--- config.mk ---
export PLATFORM = sky130hd
export DESIGN_NAME = ustb_timebase
export DESIGN_NICKNAME = d
export VERILOG_FILES = /design/src/rtl/ustb_pkg.sv /design/src/rtl/ustb_tick_core.sv /design/src/rtl/ustb_us_conv.sv /design/src/rtl/ustb_alarm.sv /design/src/rtl/ustb_timebase.sv
export SDC_FILE = /design/constraint.sdc
export NUM_CORES = 1
export LEC_CHECK = 0
export BUFFER_PORTS_ARGS = -buffer_cell sky130_fd_sc_hd__buf_2
export CAP_MARGIN = 0
export CORE_MARGIN = 2
export CORE_UTILIZATION = 28
export CTS_CLUSTER_DIAMETER = 80
export DETAILED_ROUTE_END_ITERATION = 6
export SYNTH_ARGS = -nofsm -noshare
export SYNTH_HDL_FRONTEND = slang
export SYNTH_SLANG_ARGS = --single-unit
--- constraint.sdc ---
create_clock -name clk -period 13.9 [get_ports clk]
set_input_delay 2.085 -clock clk [delete_from_list [all_inputs] [get_ports clk]]
set_output_delay 2.085 -clock clk [all_outputs]
set_load 0.02 [all_outputs]
--- src/rtl/ustb_pkg.sv ---
package ustb_pkg;

  localparam int US_W = 32;

  // Number of halvings of the MHz value while it stays even, capped at 10.
  function automatic int presc_exp(input int mhz);
    int v;
    int e;
    bit go;
    v  = mhz;
    e  = 0;
    go = 1'b1;
    for (int i = 0; i < 10; i++) begin
      if (go && v > 0 && (v % 2) == 0) begin
        v = v / 2;
        e = e + 1;
      end else begin
        go = 1'b0;
      end
    end
    return e;
  endfunction

  function automatic int ticks_per_us(input int mhz);
    return mhz >> presc_exp(mhz);
  endfunction

endpackage

--- src/rtl/ustb_tick_core.sv ---
module ustb_tick_core #(
  parameter int EXP     = 4,
  parameter int TICK_W  = 16,
  parameter int TOP     = 65534,
  parameter int OVF_LIM = 196608,
  parameter int OVF_W   = 18
) (
  input  logic              clk,
  input  logic              rst,
  output logic              step_o,
  output logic [TICK_W-1:0] tick_o,
  output logic [TICK_W-1:0] tick_nxt_o,
  output logic [OVF_W-1:0]  ovf_o
);

  localparam logic [TICK_W-1:0] TOP_T  = TICK_W'(TOP);
  localparam logic [OVF_W-1:0]  OVF_MX = OVF_W'(OVF_LIM - 1);

  logic              step;
  logic              wrap;
  logic [TICK_W-1:0] tick_q;
  logic [OVF_W-1:0]  ovf_q;

  generate
    if (EXP == 0) begin : g_nodiv
      assign step = 1'b1;
    end else begin : g_div
      logic [EXP-1:0] pre_q;
      always_ff @(posedge clk) begin
        if (rst) pre_q <= '0;
        else     pre_q <= pre_q + EXP'(1);
      end
      assign step = &pre_q;
    end
  endgenerate

  assign wrap       = step && (tick_q == TOP_T);
  assign tick_nxt_o = (tick_q == TOP_T) ? '0 : tick_q + TICK_W'(1);

  always_ff @(posedge clk) begin
    if (rst) begin
      tick_q <= '0;
      ovf_q  <= '0;
    end else begin
      if (step) tick_q <= tick_nxt_o;
      if (wrap) ovf_q  <= (ovf_q == OVF_MX) ? '0 : ovf_q + OVF_W'(1);
    end
  end

  assign step_o = step;
  assign tick_o = tick_q;
  assign ovf_o  = ovf_q;

  // tick never exceeds top
  p_tick_range_r2: assert property (@(posedge clk) disable iff (rst)
    tick_q <= TOP_T);

  // a step at top lands on zero
  p_tick_wrap_r2: assert property (@(posedge clk) disable iff (rst)
    (step && tick_q == TOP_T) |=> (tick_q == '0));

  // the wrap counter stays below its limit
  p_ovf_range_r3: assert property (@(posedge clk) disable iff (rst)
    ovf_q <= OVF_MX);

  // the wrap counter moves only when the tick counter wraps
  p_ovf_only_on_wrap_r3: assert property (@(posedge clk) disable iff (rst)
    !(step && tick_q == TOP_T) |=> $stable(ovf_q));

endmodule

--- src/rtl/ustb_us_conv.sv ---
module ustb_us_conv #(
  parameter int TICK_W = 16,
  parameter int OVF_W  = 18,
  parameter int TPU    = 3,
  parameter int UPW    = 21845
) (
  input  logic [TICK_W-1:0]        tick_i,
  input  logic [OVF_W-1:0]         ovf_i,
  output logic [ustb_pkg::US_W-1:0] now_o
);

  localparam int W = ustb_pkg::US_W;

  logic [W-1:0] frac_us;
  logic [W-1:0] whole_us;

  assign frac_us  = W'(tick_i) / W'(TPU);
  assign whole_us = W'(ovf_i) * W'(UPW);
  assign now_o    = whole_us + frac_us;

endmodule

--- src/rtl/ustb_alarm.sv ---
module ustb_alarm #(
  parameter int TICK_W   = 16,
  parameter int TPU      = 3,
  parameter int TOP      = 65534,
  parameter int PASS_MIN = 1
) (
  input  logic                      clk,
  input  logic                      rst,
  input  logic                      en_i,
  input  logic                      arm_i,
  input  logic [ustb_pkg::US_W-1:0] target_i,
  input  logic                      clr_i,
  input  logic [ustb_pkg::US_W-1:0] now_i,
  input  logic                      step_i,
  input  logic [TICK_W-1:0]         tick_i,
  input  logic [TICK_W-1:0]         tick_nxt_i,
  output logic                      irq_o
);

  localparam int W      = ustb_pkg::US_W;
  localparam int PROD_W = W + $clog2(TPU + 1);
  localparam int SKIP_W = PROD_W - TICK_W + 1;
  localparam logic [TICK_W-1:0] TOP_T = TICK_W'(TOP);
  localparam logic [TICK_W:0]   TOP_X = {1'b0, TOP_T};
  localparam logic [W-1:0]      LATE  = 32'hFFFF_FF00;

  logic [W-1:0]      delta;
  logic              passed;
  logic [PROD_W-1:0] prod;
  logic [SKIP_W-1:0] skip_raw;
  logic [TICK_W-1:0] off_raw;
  logic [SKIP_W-1:0] skip_new;
  logic [TICK_W-1:0] off_adj;
  logic [TICK_W:0]   pos_sum;
  logic [TICK_W:0]   near_sum;
  logic [TICK_W-1:0] cmp_new;
  logic              hit;

  logic              armed_q;
  logic [SKIP_W-1:0] skip_q;
  logic [TICK_W-1:0] cmp_q;
  logic              irq_q;

  // Arm-time split of the distance into wraps to skip and a compare position.
  always_comb begin
    delta    = target_i - now_i;
    passed   = (delta < W'(PASS_MIN)) || (delta >= LATE);
    prod     = PROD_W'(delta) * PROD_W'(TPU);
    skip_raw = SKIP_W'(prod >> TICK_W);
    off_raw  = prod[TICK_W-1:0];
    if (off_raw >= TOP_T) begin
      off_adj  = off_raw - TOP_T;
      skip_new = skip_raw + SKIP_W'(1);
    end else begin
      off_adj  = off_raw;
      skip_new = skip_raw;
    end
    pos_sum  = {1'b0, tick_i} + {1'b0, off_adj};
    near_sum = {1'b0, tick_i} + (TICK_W + 1)'(3);
    if (passed) begin
      cmp_new  = (near_sum > TOP_X) ? TICK_W'(3) : near_sum[TICK_W-1:0];
      skip_new = '0;
    end else if (pos_sum >= TOP_X) begin
      cmp_new  = TICK_W'(pos_sum - TOP_X);
    end else begin
      cmp_new  = pos_sum[TICK_W-1:0];
    end
  end

  assign hit = armed_q && step_i && (tick_nxt_i == cmp_q);

  always_ff @(posedge clk) begin
    if (rst) begin
      armed_q <= 1'b0;
      skip_q  <= '0;
      cmp_q   <= '0;
      irq_q   <= 1'b0;
    end else if (!en_i) begin
      armed_q <= 1'b0;
      irq_q   <= 1'b0;
    end else if (arm_i) begin
      armed_q <= 1'b1;
      skip_q  <= skip_new;
      cmp_q   <= cmp_new;
      irq_q   <= 1'b0;
    end else if (hit) begin
      if (skip_q != '0) begin
        skip_q <= skip_q - SKIP_W'(1);
      end else begin
        armed_q <= 1'b0;
        irq_q   <= 1'b1;
      end
    end else if (clr_i) begin
      irq_q <= 1'b0;
    end
  end

  assign irq_o = irq_q;

  // disabled alarm keeps the interrupt low
  p_disabled_quiet_r11: assert property (@(posedge clk) disable iff (rst)
    !en_i |=> !irq_q);

  // arming drops the interrupt
  p_arm_drops_irq_r9: assert property (@(posedge clk) disable iff (rst)
    (en_i && arm_i) |=> !irq_q);

  // the flag holds without clear, disable or rearm
  p_irq_sticky_r10: assert property (@(posedge clk) disable iff (rst)
    (irq_q && en_i && !arm_i && !clr_i) |=> irq_q);

  // the interrupt only rises once no wraps remain
  p_fire_needs_zero_skip_r8: assert property (@(posedge clk) disable iff (rst)
    $rose(irq_q) |-> $past(skip_q == '0 && armed_q));

  // a stored compare position is always reachable
  p_cmp_in_range_r7: assert property (@(posedge clk) disable iff (rst)
    armed_q |-> (cmp_q <= TOP_T));

endmodule

--- src/rtl/ustb_timebase.sv ---
module ustb_timebase #(
  parameter int REF_MHZ = 48,
  parameter int TICK_W  = 16
) (
  input  logic        clk,
  input  logic        rst,
  output logic [31:0] us_o,
  input  logic        alarm_en_i,
  input  logic        alarm_arm_i,
  input  logic [31:0] alarm_time_i,
  input  logic        alarm_clr_i,
  output logic        irq_o
);

  localparam int EXP      = ustb_pkg::presc_exp(REF_MHZ);
  localparam int TPU      = ustb_pkg::ticks_per_us(REF_MHZ);
  localparam int UPW      = (2 ** TICK_W) / TPU;
  localparam int TOP      = UPW * TPU - 1;
  localparam int OVF_LIM  = TPU << TICK_W;
  localparam int OVF_W    = $clog2(OVF_LIM);
  localparam int PASS_MIN = 50 / REF_MHZ;

  logic              step;
  logic [TICK_W-1:0] tick;
  logic [TICK_W-1:0] tick_nxt;
  logic [OVF_W-1:0]  ovf;
  logic [31:0]       now_us;
  logic [31:0]       us_q;
  logic              seen_q;

  ustb_tick_core #(
    .EXP(EXP), .TICK_W(TICK_W), .TOP(TOP), .OVF_LIM(OVF_LIM), .OVF_W(OVF_W)
  ) u_core (
    .clk(clk), .rst(rst), .step_o(step), .tick_o(tick),
    .tick_nxt_o(tick_nxt), .ovf_o(ovf)
  );

  ustb_us_conv #(
    .TICK_W(TICK_W), .OVF_W(OVF_W), .TPU(TPU), .UPW(UPW)
  ) u_conv (
    .tick_i(tick), .ovf_i(ovf), .now_o(now_us)
  );

  ustb_alarm #(
    .TICK_W(TICK_W), .TPU(TPU), .TOP(TOP), .PASS_MIN(PASS_MIN)
  ) u_alarm (
    .clk(clk), .rst(rst), .en_i(alarm_en_i), .arm_i(alarm_arm_i),
    .target_i(alarm_time_i), .clr_i(alarm_clr_i), .now_i(now_us),
    .step_i(step), .tick_i(tick), .tick_nxt_i(tick_nxt), .irq_o(irq_o)
  );

  always_ff @(posedge clk) begin
    if (rst) begin
      us_q   <= '0;
      seen_q <= 1'b0;
    end else begin
      us_q   <= now_us;
      seen_q <= 1'b1;
    end
  end

  assign us_o = us_q;

  // the output only moves forward, or rolls over to zero
  p_us_forward_r4: assert property (@(posedge clk) disable iff (rst)
    seen_q |-> (us_q >= $past(us_q) || us_q == '0));

  // reset leaves the count at zero
  p_reset_zero_r5: assert property (@(posedge clk)
    $past(rst) |-> (us_q == '0));

endmodule

[Word-level counts from Yosys, hierarchy flattened]
Cells that the tools add are included.
Word-level totals
  register bits: 107
  bits of input ports: 37
  output and inout port bits: 33
  logic and storage cells: 65
Cells by class
  add/sub/neg operators: 11
  $mul: 2
  divide/modulo/power cells: 1
  $lt $le $gt $ge: 5
  equality and inequality tests: 5
  mux-type cells: 17
  bitwise logic cells: 1
  reductions and logical operators: 15
Operators by type and width (count)
  19-bit 2-to-1 mux: 5
  16-bit 2-to-1 mux: 5
  32-bit by 2-bit multiplier with 34-bit output (second input constant): 1
  32-bit adder: 1
  16-bit by 2-bit divider with 32-bit output (second input constant): 1
  32-bit >= comparator (second input constant): 1
  32-bit by 1-bit less-than comparator with 1-bit output (second input constant): 1
  18-bit by 15-bit multiplier with 32-bit output (second input constant): 1
  16-bit subtractor (second input constant): 2
  32-bit subtractor: 1
  18-bit by 1-bit adder with 19-bit output (second input constant): 1
  19-bit nonzero test: 1
  19-bit by 1-bit subtractor with 19-bit output (second input constant): 1
  18-bit by 1-bit adder with 18-bit output (second input constant): 1
  18-bit == test (second input constant): 1
  18-bit 2-to-1 mux: 1
  16-bit by 16-bit adder with 17-bit output: 1
  16-bit by 2-bit adder with 17-bit output (second input constant): 1
  17-bit by 16-bit >= comparator with 1-bit output (second input constant): 1
  17-bit by 16-bit > comparator with 1-bit output (second input constant): 1
  16-bit by 1-bit adder with 16-bit output (second input constant): 1
  16-bit == test: 1
  16-bit == test (second input constant): 1
  16-bit >= comparator (second input constant): 1
  other kinds (12): 24

[Longest topological paths before layout]
Gate-level depths: netlist of the first run.
  depth in word-level cells: 10
  depth in mapped cells: 69
  depth with buffers taken out: 65

[By module]
Synthesis of the first run repeated with hierarchy kept, for this count alone.
Second synthesis, totals
  cells, all modules: 2389
  area total of the unflattened synthesis: 18504.0 µm²
Modules (own cells, without submodules)
  ustb_alarm: instances 1, cells each 1197, area an instance 8426.8 µm², seq. area each 740.7 µm²
  ustb_us_conv: instances 1, cells each 858, area an instance 7063.0 µm², seq. area each 0.0 µm²
  ustb_tick_core: instances 1, cells each 267, area an instance 2150.8 µm², seq. area each 760.7 µm²
  ustb_timebase: instances 1, cells each 67, area an instance 863.3 µm², seq. area each 640.6 µm²

[Worst setup path after synthesis of the first run]
No wires, ideal clock.
  path type: register -> register
  from: register u_core.tick_q[14], in the netlist u_core.tick_o[14]
  to: register u_alarm.cmp_q[11]
  library setup time: 0.132 ns
  arrival time: 13.324 ns
  data required time: 13.768 ns
  path slack: 0.445 ns
  stages on the path, launching flop included: 64
  buffers on the path: 4
  period minus slack after synthesis: 13.455 ns
  path through: dfxtp_1 buf_2 clkbuf_1 ha_1 nand3b_1 and2_1 a21oi_1 a41oi_1 a21oi_1 or2_2 nor2_1 o31a_1 o211a_1 o31ai_1 clkbuf_1 mux2i_1 nor3_1 nor3_1 [28 not listed] o21a_1 ha_1 a21oi_1 o21bai_1 a21oi_1 o21ai_0 a21oi_1 o21bai_1 a21oi_1 xor2_1 nor3_1 and3_1 nand4b_1 o211ai_1 clkbuf_1 nand4_1 mux2i_1 o21ai_0
On the way
  cells in the longest elaborated chain, start to end: 10
  elaborated cells on any way between the ends: 18
  classes of those cells: add/sub (6); mul (1); div (1); order compare (5); mux (4); reduce/logical (1)
Ends and longest elaborated chain
  start, declared: line ustb_tick_core.sv:21  | logic [TICK_W-1:0] tick_q;
  start signal, assigned: line ustb_tick_core.sv:45  | if (step) tick_q <= tick_nxt_o;
  16-bit by 2-bit divider with 32-bit output: line ustb_us_conv.sv:17  | assign frac_us = W'(tick_i) / W'(TPU);
  32-bit adder: line ustb_us_conv.sv:19  | assign now_o = whole_us + frac_us;
  32-bit subtractor: line ustb_alarm.sv:46  | delta = target_i - now_i;
  32-bit by 2-bit multiplier with 34-bit output: line ustb_alarm.sv:48  | prod = PROD_W'(delta) * PROD_W'(TPU);
  16-bit subtractor / 16-bit >= comparator (equally long branches): line ustb_alarm.sv:52, ustb_alarm.sv:51
  16-bit 2-to-1 mux: line ustb_alarm.sv:51  | if (off_raw >= TOP_T) begin
  16-bit by 16-bit adder with 17-bit output: line ustb_alarm.sv:58  | pos_sum = {1'b0, tick_i} + {1'b0, off_adj};
  16-bit subtractor / 17-bit by 16-bit >= comparator with 1-bit output (equally long branches): line ustb_alarm.sv:64, ustb_alarm.sv:63
  16-bit 2-to-1 mux: line ustb_alarm.sv:63  | end else if (pos_sum >= TOP_X) begin
  16-bit 2-to-1 mux *: line ustb_alarm.sv:60  | if (passed) begin
  end signal, assigned: line ustb_alarm.sv:84  | cmp_q <= cmp_new;
  end, declared: line ustb_alarm.sv:41  | logic [TICK_W-1:0] cmp_q;
Mark *: on every way between the ends. The rest lies on a longest branch, timed or not.
A chain may end at the register's enable or synchronous reset.

[Worst setup path after layout of the first run]
  from: register u_core.tick_q[14], in the netlist u_core.tick_o[14]
  to: register u_alarm.cmp_q[4]
The elaborated chain is that of the path after synthesis.

==> reports/results.txt, run 1 <==
The flow ran to the end, and the final reports show no timing, DRC or antenna violations. In the synthesized netlist the dominant register cell turns out to be dfxtp_1. Fraction of synthesis flops using an asynchronous set or reset pin: 0. The effective utilization at floorplan was 0.284; the total wirelength of the detailed-routed design was 52300 um. TritonCTS created 9 clock buffers. The width of the die is 254 um. The tools report the register-to-register path setup slack as 0.57 ns. The type of origin of the critical path was a flip-flop.

By instance count, the leading cell after synthesis is inv_1. The sequential-to-total area share from yosys stat is 0.122, and the power density of the placed cells is 62.4 nW/um^2. The repair_antennas step left the layout with diodes totalling 0. The worst setup path is captured at a flip-flop. Data arrives at the worst endpoint at 13.62 ns. The global routing usage summed across all routing layers was 0.160; the number of global-route vias before repair was 15300. Total power for the finished layout comes to 1.25 mW.

Of all nets on the critical path, the largest fanout is 15. The layout cell share with drive strength beyond 1 works out to 0.137. For the final max-slew violation count, the log shows 0. The count of flip-flops with a built-in enable after synthesis is 0. The most critical setup path has its endpoint at u_alarm.cmp_q[4]. After detailed routing, the number of remaining DRC violations is 0. The count of yosys warnings during synthesis is 0. Averaged over all synthesized cells, the footprint is 7.89 um^2. Final count of hold timing violations: 0. The via density per instance was 5.17; the placer congestion estimate was 0.931.

The first global-routing pass estimated 82000 um of wire. Required time of the critical path: 14.19 ns. The synthesized netlist contains 118 unique library cells. The die outline height was 254 um.

For the worst slack at placement, the log shows 0.00843 ns. The deepest clock path buffer count is 2. At the pin with the least slew margin, the transition time is 0.884 ns. Derived from the worst setup path, the maximum achievable clock frequency is 75.0 MHz. In this run the worst setup path begins at u_core.tick_o[14]. The floorplan step defined a core boundary enclosing 61800 um^2. Summing all flip-flop and latch instances after layout gives 2140 um^2.

The I/O pin count came out at 70. The die covers 64600 um^2. After the first detailed-routing iteration, the DRC count stood at 1346. In this run the critical register-to-register path is captured at u_alarm.cmp_q[4]. The tools report the buffer type at the clock tree root as clkbuf_16. The count of nets left with antenna violations once routing finished came out at 0. The fraction of the cycle the final worst path needs was 0.959. The worst register-to-register path has a depth of 66. The initial antenna violation count is 0. For this run, the detailed router's first-pass iteration total came to 5. Critical path's slowest cell: or4_2. The routed layout has 16300 vias. Summing every instance area after synthesis gives 17500 um^2. In this design, the stage delay of the slowest critical-path cell is 0.71 ns. The worst slew margin relative to its limit is 0.410. The clock latency at the later pin of the worst-skew pair was 0.40 ns. When the netlist entered floorplanning its net count stood at 2604.

After detailed routing, the average wire length per cell comes to 16.6 um. The max-capacitance violation count was 0. The tools report the number of sinks on the clock net as 107. The flip-flop and latch count after synthesis works out to 107.

After clock tree synthesis, the clock-pin slew on the worst setup and hold paths is 0.09 ns. TritonCTS built the clock tree. The tools report the largest net degree at the start of global routing as 51. Summing all multi-input logic gate instances after layout gives 14500 um^2.

The tools report the half-perimeter wire length of the detailed placement result as 42100 um. Final hold analysis gives a worst-case slack of 0.452 ns. Final clock skew: 0.0180 ns. The launch point of the worst reg-to-reg path is u_core.tick_o[14]. Yosys attributes the largest share of cell area to ha_1, dfxtp_1, fa_1. From synthesis to final layout, the design area changed by 14.0%.

The remaining global-route overflow was 0; the H-tree depth reported by CTS was 3. Port buffering added 69 buffers. The tools report the final core utilization as 0.323. Setup slack closes at 0.571 ns. The filler cells instantiated in the layout total 6519. The type of the setup path with the least slack is reg2reg. The number of placement rows was 91. Sorting the synthesized cells by how often they occur yields inv_1, ha_1, nor2_1.

The worst hold path belongs to the class reg2reg. Summed over all cells, the static leakage comes to 9.09 nW. The number of setup violations in the final report was 0. Synthesis produced a netlist whose cell count is 2223.

The biggest area contributor in the post-synthesis netlist is ha_1. The tools report the net count of the finished layout as 2696. Final period demand of the worst path: 13.33 ns.

The maximum vdd drop is 0.0000535 V. The share of the synthesized area in the top cell type is 0.176.
-- layout by cell type, fill, tap and decap left out, types with 13 or more instances in the layout --
cell / netlist / final
inv_1: 254 / 254
ha_1: 247 / 241
nor2_1: 217 / 214
nand2_1: 140 / 140
a21oi_1: 139 / 125
xnor2_1: 114 / 108
dfxtp_1: 107 / 105
fa_1: 97 / 97
buf_4: 1 / 86
o21ai_0: 93 / 85
buf_2: 6 / 68
nand3_1: 64 / 63
nor3_1: 58 / 53
xor2_1: 53 / 51
a21o_1: 34 / 33
nand4_1: 29 / 29
nor2b_1: 31 / 27
or3_1: 24 / 24
a31oi_1: 22 / 22
o21a_1: 22 / 21
o211ai_1: 21 / 21
and3_1: 20 / 19
a211oi_1: 18 / 17
nor4_1: 16 / 15
nand2b_1: 15 / 14
o2111ai_1: 13 / 13
a21oi_2: 2 / 13
o31ai_1: 15 / 13
-- layout make-up --
class	instances	area share
clock buffers	10	0.0115
repair buffers	156	0.0505
clock inverters	6	0.00401
multi-input cells	1778	0.725
flip-flops and latches	107	0.107
well taps	837	0.0524
inverters	263	0.0495
-- critical path, delay by kind of cell, from the launching register on --
family	cells	cell delay, ns
and+or+nand+nor	16	3.30
AOI/OAI and AO/OA	30	5.41
DFF	1	0.35
buffers and inverters	7	0.95
adders and majority gates	9	2.41
xor gates and xnor gates	4	0.77
-- cell families (layout without fill, tap and decap cells) --
group	Yosys count	in the layout	synth area share
adder cells (fa/ha/maj)	346	346	0.288
AND/OR/NAND/NOR	697	697	0.197
XOR/XNOR	171	171	0.0872
flip-flops	107	107	0.122
multiplexers	15	15	0.00878
AO/OA/AOI/OAI	549	549	0.221
buffers and inverters	338	435	0.0759
-- power by group --
part	switching (mW)	leakage (nW)	internal (mW)
combinational	0.354	8.08	0.255
clock	0.153	0.149	0.145
sequential	0.0170	0.869	0.322
total	0.524	9.09	0.722
-- routing by layer --
metal / vias to the layer above / part of all wire / global-route usage
met4: 0 / 0.032 / 0.0573
met1: 7729 / 0.46 / 0.219
met3: 101 / 0.049 / 0.0187
met5: - / 0 / 0
li1: 8020 / - / -
met2: 460 / 0.46 / 0.259
-- sequential cells by signal, indices dropped and copies added (netlist names) --
register / count
u_core.ovf_o: 18
u_core.tick_o: 16
us_o: 32
u_alarm.irq_o: 1
u_alarm.skip_q: 19
u_alarm.cmp_q: 16
u_core.g_div.pre_q: 4
u_alarm.armed_q: 1
-- metrics by stage --
stage               setup TNS (ns)  area [um^2]  cells
floorplan                        0        17500   2223
global placement                 0        19100   3118
detailed placement               0        19100   3118
CTS                              0        19400   3134
global route                -0.921        20000   3157
finish                           0        20000   3157
-- worst min path at each step --
stage,start,endpoint,cells past startpoint
3_3_place_gp,u_core.g_div.pre_q[0],u_core.g_div.pre_q[0],1
3_5_place_dp,u_core.g_div.pre_q[0],u_core.g_div.pre_q[0],1
2_1_floorplan,u_core.g_div.pre_q[0],u_core.g_div.pre_q[0],1
4_1_cts,u_core.g_div.pre_q[0],u_core.g_div.pre_q[0],1
6_report,u_core.g_div.pre_q[0],u_core.g_div.pre_q[0],1
5_1_grt,u_core.g_div.pre_q[0],u_core.g_div.pre_q[0],1
-- timing repair --
item	4_1_cts	5_1_grt
gates resized for setup	2	92
hold buffers	0	0
setup endpoints to repair	4	26
endpoints found under the hold margin	0	0
pin swaps	0	27
gates cloned	0	0
buffers inserted	0	23
(Power assumes the default switching activity.)
==> inputs of run 2 (changes only) <==
--- a/config.mk
+++ b/config.mk
@@ -5,12 +5,13 @@
 export SDC_FILE = /design/constraint.sdc
 export NUM_CORES = 1
 export LEC_CHECK = 0
-export BUFFER_PORTS_ARGS = -buffer_cell sky130_fd_sc_hd__buf_2
+export BUFFER_PORTS_ARGS = -buffer_cell sky130_fd_sc_hd__buf_4
 export CAP_MARGIN = 0
 export CORE_MARGIN = 2
 export CORE_UTILIZATION = 28
 export CTS_CLUSTER_DIAMETER = 80
 export DETAILED_ROUTE_END_ITERATION = 6
+export SKIP_LAST_GASP = 1
 export SYNTH_ARGS = -nofsm -noshare
 export SYNTH_HDL_FRONTEND = slang
 export SYNTH_SLANG_ARGS = --single-unit
==> run 2 against run 1 <==
  * Hold slack improved by 0.0070 ns
  * Sequential power about the same
  * Die area unchanged
  * Global-route usage about the same
  * Worst setup slack improved by 0.10 ns
  * Core utilization about the same
  * Cell area decreased by 0.11%
  * Largest power group unchanged
==> reports/results.txt, run 2 (synthesis gave the netlist of run 1 again) <==
TritonCTS built the clock tree. Setup repair after global routing could not meet its margin everywhere. The total design power is 1.23 mW, and the final clock skew is 0.0158 ns.

Setup violations remaining at the end of the flow were counted as 0. The largest stage delay on the critical path came out at 0.59 ns. The power density of the placed cells was 61.5 nW/um^2; the combinational share of power was 0.498.

The worst reg2reg path depth was 61. Leading cell type in the layout, fill and taps excluded: inv_1. After floorplanning, the core was divided into 91 placement rows. Per-cell routed wire length: 16.5 um. The count of buffers added on input and output ports is 69. Across the VDD grid, the largest voltage drop is 0.0000540 V.

The run gives 81800 um as the global-route wire length before repair. The run gives 47 as the largest net degree at the start of global routing. The path class of the tightest hold or removal check is reg2reg. The setup check on the worst reg-to-reg path leaves a slack of 0.67 ns. The tools report the clock share of power as 0.226. For this design, the CTS-stage hold fixing added 0 buffers. The tools report the floorplan die area as 64600 um^2. For the worst slew margin relative to its limit, the log shows 0.191. Data arrives at the worst endpoint at 13.55 ns. The worst setup path is captured at a flip-flop. The internal cell power was 0.707 mW; the proportion of power drawn by flip-flops and latches was 0.276. The number of antenna diodes in the final layout is 0.

The die is 254 um wide. The peak fanout along the critical path works out to 17. The deepest clock path buffer count came out at 2.

The logs give 3 for the H-tree depth reported by CTS and 61800 um^2 for the placeable core region. Cell family with the largest share of critical-path delay: compound AO/OA/AOI/OAI gates. The final count of hold timing violations was 0; the cell depth of the worst min-delay path was 1.

The flow ran to the end, and the final reports show no timing, DRC or antenna violations. Post-CTS clock slew at the launch and capture registers of the worst setup and hold paths: 0.09 ns. The fraction of the cycle the final worst path needs came out at 0.952. After the first detailed-routing iteration, the DRC count stood at 1109.

The layout cell share with drive strength beyond 1 was 0.124. The number of sinks on the clock net was 107. The net count of the finished layout is 2683. Across all layers, the routed design uses 16100 vias. Number of global-route vias before repair: 15200. The via density per instance is 5.13. Worst flop-to-flop path endpoint: u_alarm.cmp_q[13].

For the pin with the worst max-slew slack, the measured transition is 1.21 ns. The run gives 0.40 ns as the clock latency at the later pin of the worst-skew pair. Worst hold slack: 0.459 ns. The logs give 75.6 MHz for the maximum frequency from static timing analysis and 0 for the final max-slew violation count. The worst hold path endpoint was u_core.g_div.pre_q[0].

Buffer type at the clock tree root: clkbuf_16. For this block, the routed nets add up to 52000 um of wire. The initial antenna violation count is 0. The flip-flop count of the largest register, all copies and words added was 32; the switching power summed over all nets was 0.520 mW.

The relative area change from synthesis to final layout is 13.9%, and the I/O pin count is 70. In this run the critical register-to-register path is launched from u_core.tick_o[14]. The wire-length estimate of the detail-placed layout is 42000 um. The logs give 0.160 for the global routing usage summed across all routing layers and 14.22 ns for the required time of the critical path. The switching portion of total power was 0.424. The critical path's slowest cell is or4_4.

In the layout the commonest cells are inv_1, ha_1, nor2_1. Type of the setup path with the least slack: reg2reg. The max-capacitance violation count is 0, and the placer congestion estimate is 0.907. For the final-layout setup total negative slack, the log shows 0 ns. The effective utilization at floorplan came out at 0.284. The first detailed-routing pass took 6 iterations. Type of origin of the critical path: a flip-flop. In this run the vertical extent of the chip is 254 um.

The count of nets left with antenna violations once routing finished came out at 0. The remaining routing DRC violations came out at 0. The critical path contains buffers and inverters numbering 6 combined. The tools report the remaining global-route overflow as 0. Standby leakage power: 9.05 nW. The launch point of the critical path was u_core.tick_o[14]. The worst path needs 13.23 ns of the cycle, external delays included. Buffers inserted during clock tree synthesis total 9.

In this run the most critical hold path is launched from u_core.g_div.pre_q[0].
## run 2: changes by cell type in the layout (fill, tap and decap cells not counted), sizes merged
cell	change
buf	-13
bufinv	-1
clkbuf	+1
clkinvlp	+1
inv	-1
## run 2: how the worst max path moves through the flow
stage / depth (start not counted) / end / slack [ns]
final: 61 / u_alarm.cmp_q[13] / 0.67
after global routing: 61 / u_alarm.cmp_q[13] / -0.22
after CTS: 62 / u_alarm.cmp_q[13] / 0.03
after detailed placement: 62 / u_alarm.cmp_q[13] / 0.04
after global placement: 62 / u_alarm.cmp_q[13] / 0.20
after floorplan: 63 / u_alarm.cmp_q[11] / 0.44
## run 2: power groups by stage
stage	Clock, mW	Sequential [mW]	Combinational (mW)
2_1_floorplan	0	0.341	0.455
3_3_place_gp	0	0.346	0.580
3_5_place_dp	0	0.346	0.581
4_1_cts	0.287	0.339	0.585
5_1_grt	0.292	0.342	0.680
6_report	0.277	0.339	0.611
## run 2: metal layers
metal,global-route usage,vias up,part of all wire
met5,0,-,0
met4,0.0556,0,0.028
met3,0.0264,92,0.047
met2,0.262,414,0.46
met1,0.212,7621,0.46
li1,-,7999,-
## run 2: final cells by class
cell class              instances  area (um^2)
well taps                     837         1050
multi-input cells            1778        14400
flip-flops and latches        107         2140
clock inverters                 5         43.8
fillers                      6559        41900
repair buffers                143         1080
clock buffers                  11          243
inverters                     263          988
## run 2: metrics by stage
step | util | setup slack, ns | area [um^2] | std cells
3_3_place_gp | 0.311 | 0.199 | 19200 | 3116
4_1_cts | 0.316 | 0.0275 | 19500 | 3132
2_1_floorplan | - | 0.445 | 17500 | 2223
3_5_place_dp | 0.311 | 0.0426 | 19200 | 3116
6_report | 0.323 | 0.670 | 20000 | 3144
5_1_grt | 0.323 | -0.224 | 20000 | 3144
## run 2: repair_timing
item                                    in CTS  in global routing
setup buffers                                0                 12
endpoints found under the setup margin       1                 28
gates resized for setup                      3                 71
pin swaps                                    1                 20
==> inputs of run 3 (changes only) <==
==> constraint.sdc (replaced) <==
create_clock -name clk -period 14.2 [get_ports clk]
set_input_delay 2.13 -clock clk [delete_from_list [all_inputs] [get_ports clk]]
set_output_delay 2.13 -clock clk [all_outputs]
set_load 0.02 [all_outputs]
==> run 3 against run 2 <==
  * Clock power fell by 5%
  * Clock-buffer cell count down 1
  * Wire length rose by 0.25%
  * Total power down 3.2%
  * Critical endpoint unchanged
  * Combinational power decreased by 3%
  * Clock skew shrank 0.0025 ns
  * Sequential power fell by 2%
  * Largest cell class unchanged
==> reports/results.txt, run 3 (synthesis gave the netlist of run 1 again) <==
The flow ran to the end, and the final reports show no timing, DRC or antenna violations. STA puts the critical path data arrival time at 13.74 ns. The tools report the placer congestion estimate as 0.948. TritonCTS built the clock tree. The tools report the clock latency at the later pin of the worst-skew pair as 0.40 ns. The floorplan step defined a die boundary enclosing 64600 um^2. Overall power consumption after layout is estimated at 1.19 mW. The cell depth of the worst min-delay path came out at 1. The logs give 14400 um^2 for the area occupied by multi-input gates and 0.395 for the worst slew margin relative to its limit. The run gives 0.284 as the effective utilization at floorplan. The run gives 0 as the final max-slew violation count. The worst path meets setup with 0.780 ns of slack. The largest net degree at the start of global routing was 46; the combined flip-flop and latch cell area was 2140 um^2. The library cells used most frequently in the layout, excluding fill and tap cells, are inv_1, ha_1, nor2_1. Summed over all layers, the routed wires come to 52100 um. The number of placed instances, taps included, is 3109. The TritonCTS buffer count came out at 9. The routed layout has 16200 vias. The placed instances occupy a cell area of 19200 um^2.

The tree is rooted in a clkbuf_16. The min-delay analysis places its worst path in the category reg2reg. The tools report the type of element capturing the critical path as a flip-flop. Detailed placement ended at an HPWL of 42200 um. The region available for standard cell placement spans 61800 um^2.

The post-CTS clock slew at the launch and capture registers of the worst setup and hold paths was 0.09 ns; the number of filler instances in the final layout was 6581. The first-iteration detailed-routing DRC count was 1384. Hold is met by 0.453 ns. The count of buffers added on input and output ports is 69. The largest individual stage delay along the critical path comes from the cell or4_4. The worst reg2reg path depth was 66. In this design, the critical path's most frequently occurring cell is ha_1. For the I/O pin count, the log shows 70.

In this run the power density over the cells is 59.7 nW/um^2. From left edge to right edge, the die measures 254 um. The H-tree was split into 3 levels. Setup violations remaining at the end of the flow were counted as 0. The net count of the finished layout was 2679.

The path with the worst hold slack has its endpoint at u_core.g_div.pre_q[0]. The number of hold-repair buffers added at the cts stage was 0. The initial antenna violation count came out at 0. Of all nets on the critical path, the largest fanout is 11.

The leading cell type in the layout, fill and taps excluded was inv_1. The first global-routing pass estimated 82000 um of wire. Dividing the detail-routed via count by the number of cells gives 5.15. For the final database, setup skew stands at 0.0133 ns. Leaving out filler cells and counting taps, the final layout contains 3140. The tools report the number of global-route vias before repair as 15200. The repair_antennas step left the layout with diodes totalling 0. The startpoint identified for the worst register-to-register timing path is u_core.tick_o[15]. The tools report the final design instance area without fill as 19900 um^2. For the total iterations of the first detailed-routing run, the log shows 6.

The final count of hold timing violations came out at 0. The worst flop-to-flop path endpoint was u_alarm.cmp_q[13]. The logs give 0.0000606 V for the maximum vdd drop and 0 for the remaining routing DRC violations.

The remaining antenna violation count was 0; the number of sinks on the clock net was 107. In the final routed layout, each cell accounts on average for 16.6 um. The layout cell share with drive strength beyond 1 was 0.119; the number of placement rows was 91. In this run the register-to-register setup slack is 0.78 ns. Type of the setup path with the least slack: reg2reg.

Measured along the y axis, the die boundary spans 254 um. For the pin with the worst max-slew slack, the measured transition is 0.902 ns. Flip-flop count of the largest register, all copies and words added: 32. The run gives 74.5 MHz as the maximum frequency from static timing analysis.

Global routing usage summed across all routing layers: 0.159. The startpoint identified for the worst hold timing path is u_core.g_div.pre_q[0]. For the deepest clock path buffer count, the log shows 2. For the worst setup path, the data required time is 14.52 ns.

The final period demand of the worst path works out to 13.42 ns. The tools report the type of origin of the critical path as a flip-flop. Remaining global-route overflow: 0. In this design, the stage delay of the slowest critical-path cell is 0.61 ns. Standby leakage power: 9.02 nW. The fraction of the cycle the final worst path needs is 0.945, and the max-capacitance violation count is 0.

OpenSTA, run right after detailed placement, puts the worst setup slack at 0.0768 ns. The relative area change from synthesis to final layout came out at 13.4%.
-- run 3: layout make-up --
cell class | instances | area share
clock inverters | 6 | 0.00296
well taps | 837 | 0.0527
flip-flops and latches | 107 | 0.108
inverters | 263 | 0.0497
clock buffers | 10 | 0.0115
multi-input cells | 1778 | 0.723
repair buffers | 139 | 0.0529
-- run 3: worst max path at each step --
stage	start	depth (start not counted)	to
2_1_floorplan	u_core.tick_o[14]	63	u_alarm.cmp_q[11]
6_report	u_core.tick_o[15]	66	u_alarm.cmp_q[13]
4_1_cts	u_core.tick_o[13]	62	u_alarm.cmp_q[13]
5_1_grt	u_core.tick_o[15]	64	u_alarm.cmp_q[13]
3_5_place_dp	u_core.tick_o[13]	62	u_alarm.cmp_q[13]
3_3_place_gp	u_core.tick_o[13]	62	u_alarm.cmp_q[13]
-- run 3: through the flow --
stage	util	setup TNS [ns]
floorplan	-	0
detailed placement	0.310	0
global placement	0.310	0
finish	0.322	0
CTS	0.315	0
global route	0.322	-0.398
-- run 3: what timing repair did --
item	4_1_cts	5_1_grt
resized for setup	1	65
setup buffers	0	14
pin swaps	0	18
endpoints found under the setup margin	1	19
gates cloned	0	1
-- run 3: where the power goes --
group / switching, mW / total, mW / internal, mW
Clock: 0.139 / 0.262 / 0.123
Combinational: 0.347 / 0.594 / 0.247
Sequential: 0.0164 / 0.332 / 0.315
Total: 0.503 / 1.19 / 0.685
-- run 3: per-layer routing --
metal	vias to the layer above	GRT usage	part of all wire
met5	-	0	0
met4	0	0.0459	0.025
met3	70	0.0268	0.057
met2	468	0.258	0.46
met1	7659	0.217	0.46
li1	7981	-	-
-- run 3: worst max-delay path, delay by kind of cell, from the launching register on --
kind | cells | cell delay [ns]
and+or+nand+nor | 15 | 3.81
DFF | 1 | 0.33
xor gates and xnor gates | 2 | 0.28
adders and majority gates | 9 | 2.37
AOI/OAI and AO/OA | 33 | 5.56
buffers and inverters | 7 | 0.98
